--- config.mk ---
export PLATFORM = sky130hd
export DESIGN_NAME = rx_cell_buffer
export DESIGN_NICKNAME = d
export VERILOG_FILES = /design/src/rtl/rxcb_pkg.sv /design/src/rtl/rxcb_datapath.sv /design/src/rtl/rxcb_control.sv /design/src/rtl/rxcb_regs.sv /design/src/rtl/rx_cell_buffer.sv
export SDC_FILE = /design/constraint.sdc
export NUM_CORES = 1
export LEC_CHECK = 0
export BUFFER_PORTS_ARGS = -buffer_cell sky130_fd_sc_hd__buf_2
export CAP_MARGIN = 10
export CORE_MARGIN = 5
export CORE_UTILIZATION = 45
export CTS_CLUSTER_DIAMETER = 200
export DETAILED_ROUTE_END_ITERATION = 8
export GPL_TIMING_DRIVEN = 0
export PLACE_DENSITY = 0.65
export SKIP_CTS_REPAIR_TIMING = 1
export SLEW_MARGIN = 30
export SYNTH_ARGS = -nofsm -noshare
export SYNTH_HDL_FRONTEND = slang
export SYNTH_SLANG_ARGS = --single-unit
--- constraint.sdc ---
create_clock -name clk -period 8.29 [get_ports clk]
set_input_delay 0.829 -clock clk [delete_from_list [all_inputs] [get_ports clk]]
set_output_delay 0.829 -clock clk [all_outputs]
set_load 0.01 [all_outputs]
--- src/rtl/rxcb_pkg.sv ---
package rxcb_pkg;
  // strobes from the control to the datapath
  typedef struct packed {
    logic store;     // write wrData into the write slot
    logic fetch;     // load the read slot into the output register
    logic fetchSoc;  // the fetched word is word 0 of a cell
  } dpStrobe_t;

  // address-0 register layout
  localparam int EN_OVR_BIT  = 0;
  localparam int EN_UND_BIT  = 1;
  localparam int EN_CAC_BIT  = 2;
  localparam int ST_LSB      = 3;
  localparam int FLUSH_BIT   = 6;
  localparam int EVT_N       = 3;
endpackage

--- src/rtl/rxcb_datapath.sv ---
module rxcb_datapath
  import rxcb_pkg::*;
#(
  parameter int WORD_W = 16,
  parameter int SLOTS  = 108,
  parameter int ADDR_W = 7
) (
  input  logic              clk,
  input  logic              rstN,
  input  dpStrobe_t         stb,
  input  logic [ADDR_W-1:0] wrAddr,
  input  logic [WORD_W-1:0] wrData,
  input  logic [ADDR_W-1:0] rdAddr,
  output logic [WORD_W-1:0] rdData,
  output logic              rdSoc
);
  logic [WORD_W-1:0] cellMem [SLOTS];

  always_ff @(posedge clk) begin
    if (stb.store) cellMem[wrAddr] <= wrData;
  end

  always_ff @(posedge clk or negedge rstN) begin
    if (!rstN) begin
      rdData <= '0;
      rdSoc  <= 1'b0;
    end else begin
      rdSoc <= stb.fetch & stb.fetchSoc;
      if (stb.fetch) rdData <= cellMem[rdAddr];
    end
  end
endmodule

--- src/rtl/rxcb_control.sv ---
module rxcb_control
  import rxcb_pkg::*;
#(
  parameter int CELL_WORDS  = 27,
  parameter int DEPTH_CELLS = 4,
  parameter int ADDR_W      = 7
) (
  input  logic              clk,
  input  logic              rstN,
  input  logic              wrValid,
  input  logic              wrSoc,
  input  logic              rdEnN,
  input  logic              flush,
  output dpStrobe_t         stb,
  output logic [ADDR_W-1:0] wrAddr,
  output logic [ADDR_W-1:0] rdAddr,
  output logic              cellAvail,
  output logic              full,
  output logic              empty,
  output logic              ovrEvt,
  output logic              undEvt
);
  localparam int WIDX_W = (CELL_WORDS > 1) ? $clog2(CELL_WORDS) : 1;
  localparam int CIDX_W = (DEPTH_CELLS > 1) ? $clog2(DEPTH_CELLS) : 1;
  localparam int CNT_W  = $clog2(DEPTH_CELLS + 1);
  localparam logic [WIDX_W-1:0] LAST_WORD = WIDX_W'(CELL_WORDS - 1);
  localparam logic [CIDX_W-1:0] LAST_CELL = CIDX_W'(DEPTH_CELLS - 1);
  localparam logic [CNT_W-1:0]  FULL_CNT  = CNT_W'(DEPTH_CELLS);

  function automatic logic [CIDX_W-1:0] nextCell(input logic [CIDX_W-1:0] c);
    return (c == LAST_CELL) ? '0 : c + CIDX_W'(1);
  endfunction

  function automatic logic [ADDR_W-1:0] slotAddr(input logic [CIDX_W-1:0] c,
                                                 input logic [WIDX_W-1:0] w);
    return ADDR_W'(c) * ADDR_W'(CELL_WORDS) + ADDR_W'(w);
  endfunction

  logic              wrActive, rdActive;
  logic [CIDX_W-1:0] wrCell, rdCell;
  logic [WIDX_W-1:0] wrWord, rdWord;
  logic [CNT_W-1:0]  cellCnt, availCnt;

  logic rdReq, startWr, contWr, startRd, contRd, commit, finish;
  logic [WIDX_W-1:0] wrIdx, rdIdx;

  always_comb begin
    availCnt  = cellCnt - CNT_W'(rdActive);
    cellAvail = (availCnt != '0);
    full      = (cellCnt == FULL_CNT);
    empty     = (cellCnt == '0) && !wrActive;

    startWr = !flush && wrValid && wrSoc && (wrActive || !full);
    contWr  = !flush && wrValid && !wrSoc && wrActive;
    ovrEvt  = !flush && wrValid && wrSoc && !wrActive && full;
    wrIdx   = startWr ? '0 : wrWord;
    commit  = (startWr || contWr) && (wrIdx == LAST_WORD);

    rdReq   = !rdEnN && !flush;
    contRd  = rdReq && rdActive;
    startRd = rdReq && !rdActive && cellAvail;
    undEvt  = rdReq && !rdActive && !cellAvail;
    rdIdx   = startRd ? '0 : rdWord;
    finish  = (startRd || contRd) && (rdIdx == LAST_WORD);

    stb.store    = startWr || contWr;
    stb.fetch    = startRd || contRd;
    stb.fetchSoc = startRd;
    wrAddr = slotAddr(wrCell, wrIdx);
    rdAddr = slotAddr(rdCell, rdIdx);
  end

  always_ff @(posedge clk or negedge rstN) begin
    if (!rstN) begin
      wrActive <= 1'b0;
      rdActive <= 1'b0;
      wrCell   <= '0;
      rdCell   <= '0;
      wrWord   <= '0;
      rdWord   <= '0;
      cellCnt  <= '0;
    end else if (flush) begin
      wrActive <= 1'b0;
      rdActive <= 1'b0;
      wrCell   <= '0;
      rdCell   <= '0;
      wrWord   <= '0;
      rdWord   <= '0;
      cellCnt  <= '0;
    end else begin
      if (commit) begin
        wrActive <= 1'b0;
        wrWord   <= '0;
        wrCell   <= nextCell(wrCell);
      end else if (startWr || contWr) begin
        wrActive <= 1'b1;
        wrWord   <= wrIdx + WIDX_W'(1);
      end
      if (finish) begin
        rdActive <= 1'b0;
        rdWord   <= '0;
        rdCell   <= nextCell(rdCell);
      end else if (startRd || contRd) begin
        rdActive <= 1'b1;
        rdWord   <= rdIdx + WIDX_W'(1);
      end
      cellCnt <= cellCnt + CNT_W'(commit) - CNT_W'(finish);
    end
  end
endmodule

--- src/rtl/rxcb_regs.sv ---
module rxcb_regs
  import rxcb_pkg::*;
(
  input  logic       clk,
  input  logic       rstN,
  input  logic       regWr,
  input  logic       regRd,
  input  logic       regAddr,
  input  logic [7:0] regWdata,
  input  logic       full,
  input  logic       empty,
  input  logic       cellAvail,
  input  logic       ovrEvt,
  input  logic       undEvt,
  output logic       flush,
  output logic [EVT_N-1:0] intEn,
  output logic [7:0] regRdata,
  output logic       irq
);
  logic [EVT_N-1:0] intSt, evt;
  logic availQ, rdClr;
  logic unusedBits;

  assign unusedBits = ^{regWdata[7], regWdata[5:3]};
  assign flush = regWr && !regAddr && regWdata[FLUSH_BIT];
  assign rdClr = regRd && !regAddr;

  always_comb begin
    evt = '0;
    evt[EN_OVR_BIT] = ovrEvt;
    evt[EN_UND_BIT] = undEvt;
    evt[EN_CAC_BIT] = cellAvail ^ availQ;
  end

  always_ff @(posedge clk or negedge rstN) begin
    if (!rstN) begin
      intEn  <= '0;
      intSt  <= '0;
      availQ <= 1'b0;
    end else begin
      availQ <= cellAvail;
      intSt  <= (intSt & ~{EVT_N{rdClr}}) | evt;
      if (regWr && !regAddr) intEn <= regWdata[EVT_N-1:0];
    end
  end

  always_comb begin
    regRdata = '0;
    if (!regAddr) begin
      regRdata[EVT_N-1:0]           = intEn;
      regRdata[ST_LSB +: EVT_N]     = intSt;
    end else begin
      regRdata[1] = full;
      regRdata[0] = empty;
    end
  end

  assign irq = |(intSt & intEn);
endmodule

--- src/rtl/rx_cell_buffer.sv ---
module rx_cell_buffer
  import rxcb_pkg::*;
#(
  parameter int WORD_W      = 16,
  parameter int CELL_WORDS  = 27,
  parameter int DEPTH_CELLS = 4
) (
  input  logic              clk,
  input  logic              rstN,
  input  logic              wrValid,
  input  logic              wrSoc,
  input  logic [WORD_W-1:0] wrData,
  input  logic              rdEnN,
  output logic              cellAvail,
  output logic [WORD_W-1:0] rdData,
  output logic              rdSoc,
  input  logic              regWr,
  input  logic              regRd,
  input  logic              regAddr,
  input  logic [7:0]        regWdata,
  output logic [7:0]        regRdata,
  output logic              irq
);
  localparam int SLOTS  = CELL_WORDS * DEPTH_CELLS;
  localparam int ADDR_W = (SLOTS > 1) ? $clog2(SLOTS) : 1;

  dpStrobe_t         stb;
  logic [ADDR_W-1:0] wrAddr, rdAddr;
  logic fullW, emptyW, flushW, ovrEvt, undEvt;
  logic [EVT_N-1:0] intEnW;

  rxcb_control #(
    .CELL_WORDS(CELL_WORDS), .DEPTH_CELLS(DEPTH_CELLS), .ADDR_W(ADDR_W)
  ) u_ctrl (
    .clk(clk), .rstN(rstN), .wrValid(wrValid), .wrSoc(wrSoc), .rdEnN(rdEnN),
    .flush(flushW), .stb(stb), .wrAddr(wrAddr), .rdAddr(rdAddr),
    .cellAvail(cellAvail), .full(fullW), .empty(emptyW),
    .ovrEvt(ovrEvt), .undEvt(undEvt)
  );

  rxcb_datapath #(
    .WORD_W(WORD_W), .SLOTS(SLOTS), .ADDR_W(ADDR_W)
  ) u_dp (
    .clk(clk), .rstN(rstN), .stb(stb), .wrAddr(wrAddr), .wrData(wrData),
    .rdAddr(rdAddr), .rdData(rdData), .rdSoc(rdSoc)
  );

  rxcb_regs u_regs (
    .clk(clk), .rstN(rstN), .regWr(regWr), .regRd(regRd), .regAddr(regAddr),
    .regWdata(regWdata), .full(fullW), .empty(emptyW), .cellAvail(cellAvail),
    .ovrEvt(ovrEvt), .undEvt(undEvt), .flush(flushW), .intEn(intEnW),
    .regRdata(regRdata), .irq(irq)
  );
endmodule

==> results.toml <==
[die]
dieArea_mm2 = 0.162
floorplan.rows = 144
floorplan.die.width_um = 403
io_pins = 59
core_area_mm2 = 0.154
die_h_um = 403
start_util = 0.451

[grt]
grt_overflow = 0
grt_max_degree = 93
first_global_vias = 34400
grt_pass1_wl_um = 260000
track_usage = 0.226
antenna_found_initial = 2

[worst_setup_path]
startpoint_type = "register"
crit_arrival_ns = 7.27
crit_required_ns = 8.96
cpMaxStageDelayCell = "a221oi_1"
cp_common_cell = "inv_1"
criticalPathCategory = "register to register"
crit_chain = "inv_1, ha_1, xnor2_1, nand3b_2, and3b_1, clkbuf_1, nand2b_1, fa_1, inv_1, ha_1, inv_1, fa_1, buf_2, clkbuf_1, mux4_2, mux2i_1, a32oi_1, a221oi_1, a211oi_1"
end_kind = "register"
max_stage_delay_ns = 0.82
reg2reg_setup_slack_ns = 1.69
cp_max_fo = 10
r2r_cells = 19

[sta]
rsz0062_at_grt = "no"
fmax_ghz = 0.151
tns_ns = 0
setup_viol = 0
worst_slew_pin_slew_ns = 1.08
max_slew_margin = 0.271
drv_slew = 0
finalClockSkew_ns = 0.0524
timing.final.ws_setup_ns = 1.69
finalHoldViolCount = 0
min_period_over_period = 0.797
final.min_clock_period_ns = 6.60

[power]
pwr-share-seq = 0.443
p_per_area_mw_per_mm2 = 284
p_sw_w = 0.00637
combPwrFrac = 0.206
p_clk_frac = 0.351
peakVddDrop_uv = 220
p_sw_frac = 0.281
leakage_nw = 25.0
internal_power_w = 0.0163

[logic_synthesis]
synth-main-ff-cell = "edfxtp_1"
ys_seq_elements = 1771
async_flop_share = 0.0243
synth_area_per_cell_um2 = 21.1
synthTopCellsByArea = "edfxtp_1 (75%), mux4_2 (13%), mux2i_1 (2.8%)"
yosysTopAreaCell = "edfxtp_1"
synth_cell_type_count = 64
yosys_warnings = 0
synth-edff-count = 1728
netlist.area_leader.share = 0.748
syn_inst = 3286
syn_area_mm2 = 0.0694
yosysSeqAreaShare = 0.763

[routing]
detail_route.iter0.violations = 4487
first_pass_iters = 6
drt_wl_total_um = 185000
routed_via_density = 6.13
ant_nets = 0
num_vias = 35500
drc_errors = 0
wire_per_inst_um = 32.0

[run]
cap_violations = 0

[cts]
h-tree-depth = 4
cts_tree = "yes"
cts_max_path_buffers = 3
clk_pin_slew_ns = 0.06
insertion_delay_ns = 0.83
cts-buffers-inserted = 178
cts.sinks = 1771
root_buffer = "clkbuf_16"

[final_layout]
area_delta_synth_final_pct = 15.3
final_layout_size_suffix_gt1_frac = 0.277
final_nets = 3657
final_core_util = 0.520

[placement]
gp_congestion = 0.918
hpwl_um = 122000
dpl_worst_slack_ns = 1.54
portBuffers = 52

[min_path]
hp-class = "input port to async pin"

[status]
status = "complete, no violations"
## registers in the layout, indices dropped and copies added (netlist names)
signal and flops:
u_ctrl.cellCnt 3, u_ctrl.rdActive 1, u_ctrl.rdCell 2, u_ctrl.rdWord 5, u_ctrl.wrActive 1, u_ctrl.wrCell 2
u_ctrl.wrWord 5, u_dp.cellMem 1728, u_dp.rdData 16, u_dp.rdSoc 1, u_regs.availQ 1, u_regs.intEn 3
u_regs.intSt 3
## critical path, delay by kind of cell (launching register included)
| kind | cells | cell delay (ns) |
|---|---|---|
| AOI/OAI and AO/OA | 3 | 1.19 |
| xor gates and xnor gates | 1 | 0.17 |
| adders and majority gates | 4 | 1.48 |
| buffers and inverters | 6 | 1.58 |
| DFF | 1 | 0.39 |
| muxes | 2 | 1.00 |
| and+or+nand+nor | 3 | 0.64 |
## metrics by stage
step                hold slack (ns)  total power, W  instances  instance area [um2]
global placement              0.472          0.0148       5383                72200
CTS                         0.00221          0.0227       5781                79900
detailed placement            0.483          0.0148       5456                74200
floorplan                     0.454          0.0130       3287                69400
finish                       0.0611          0.0227       5787                80000
global route                 0.0603          0.0233       5782                79900
## worst paths after layout
check / from / endpoint
setup / recovery: u_ctrl.cellCnt[0] / u_dp.rdData[10]
hold reg to reg: u_regs.availQ / u_regs.intSt[2]
setup reg to reg: u_ctrl.cellCnt[0] / u_dp.rdData[10]
hold / removal: rstN / u_ctrl.wrCell[0]
max in group asynchronous: rstN / u_dp.rdData[2]
min in group clk: regWdata[1] / u_regs.intEn[1]
## synth_stat cells, types with 12 or more instances
library cell / count
a32oi_1: 12
edfxtp_1: 1728
o211ai_1: 21
mux2i_1: 197
a31oi_1: 12
a21oi_1: 13
buf_2: 57
o21ai_1: 13
ha_1: 26
dfrtp_1: 43
o21ai_0: 41
a211oi_1: 12
nand4_1: 17
buf_6: 20
inv_1: 17
mux2_2: 14
nand2_1: 142
clkbuf_1: 58
nor2_1: 163
nand3_1: 25
a221oi_1: 70
buf_4: 39
mux4_2: 394
a22oi_1: 21
nor2b_1: 14
## cell type report
type	instances	area [um2]
antenna	6	15.0
buffer	183	1080
clock buffer	221	4720
clock inverter	104	1060
fill	11700	73700
inverter	18	67.6
multi-input combinational	1315	16000
sequential	1771	53000
tap	2044	2560
timing repair buffer	125	1510
## cell families after synthesis
| kind of cell | count (synthesis) | share of synthesized area |
|---|---|---|
| adder cells (fa/ha/maj) | 33 | 0.00671 |
| multiplexers | 605 | 0.159 |
| other | 1 | 0.0000541 |
| AO/OA/AOI/OAI | 270 | 0.0289 |
| AND/OR/NAND/NOR | 389 | 0.0239 |
| XOR/XNOR | 16 | 0.00202 |
| flip-flops | 1771 | 0.763 |
| buffers and inverters | 201 | 0.0164 |
## power groups by stage
stage | Combinational, W | Sequential (W) | Clock [W]
global route | 0.00485 | 0.0100 | 0.00844
finish | 0.00467 | 0.0100 | 0.00797
detailed placement | 0.00463 | 0.0102 | 0
floorplan | 0.00280 | 0.0102 | 0
CTS | 0.00464 | 0.0100 | 0.00806
global placement | 0.00453 | 0.0102 | 0
## cell usage in the layout, fill, tap and decap left out, types with 7 or more instances in the layout
cell,n
nor2_2,35
o211ai_1,21
edfxtp_1,1728
xor2_1,7
nor2b_1,14
inv_1,17
xnor2_1,7
clkinv_1,35
nand3_1,25
dfrtp_1,43
buf_6,67
and2_1,8
nor2_1,55
a21oi_1,13
a22oi_1,21
a32oi_1,12
mux2_2,14
clkinv_2,31
mux2i_1,197
buf_16,22
a311oi_1,11
a211oi_1,12
nand2_1,142
nor2_4,73
mux4_2,394
nand4_1,17
bufinv_16,15
buf_4,41
buf_2,105
o21ai_1,13
ha_1,26
o21ai_0,41
fa_1,7
clkbuf_16,182
a31oi_1,12
a221oi_1,70
clkbuf_1,90
## routing by layer
metal | global-route usage | vias to the layer above | share of wire
met2 | 0.339 | 1977 | 0.46
li1 | - | 14400 | -
met4 | 0.0765 | 0 | 0.034
met1 | 0.323 | 18800 | 0.40
met5 | 0 | - | 0
met3 | 0.0631 | 295 | 0.11
Power figures use the tool's default switching activity.
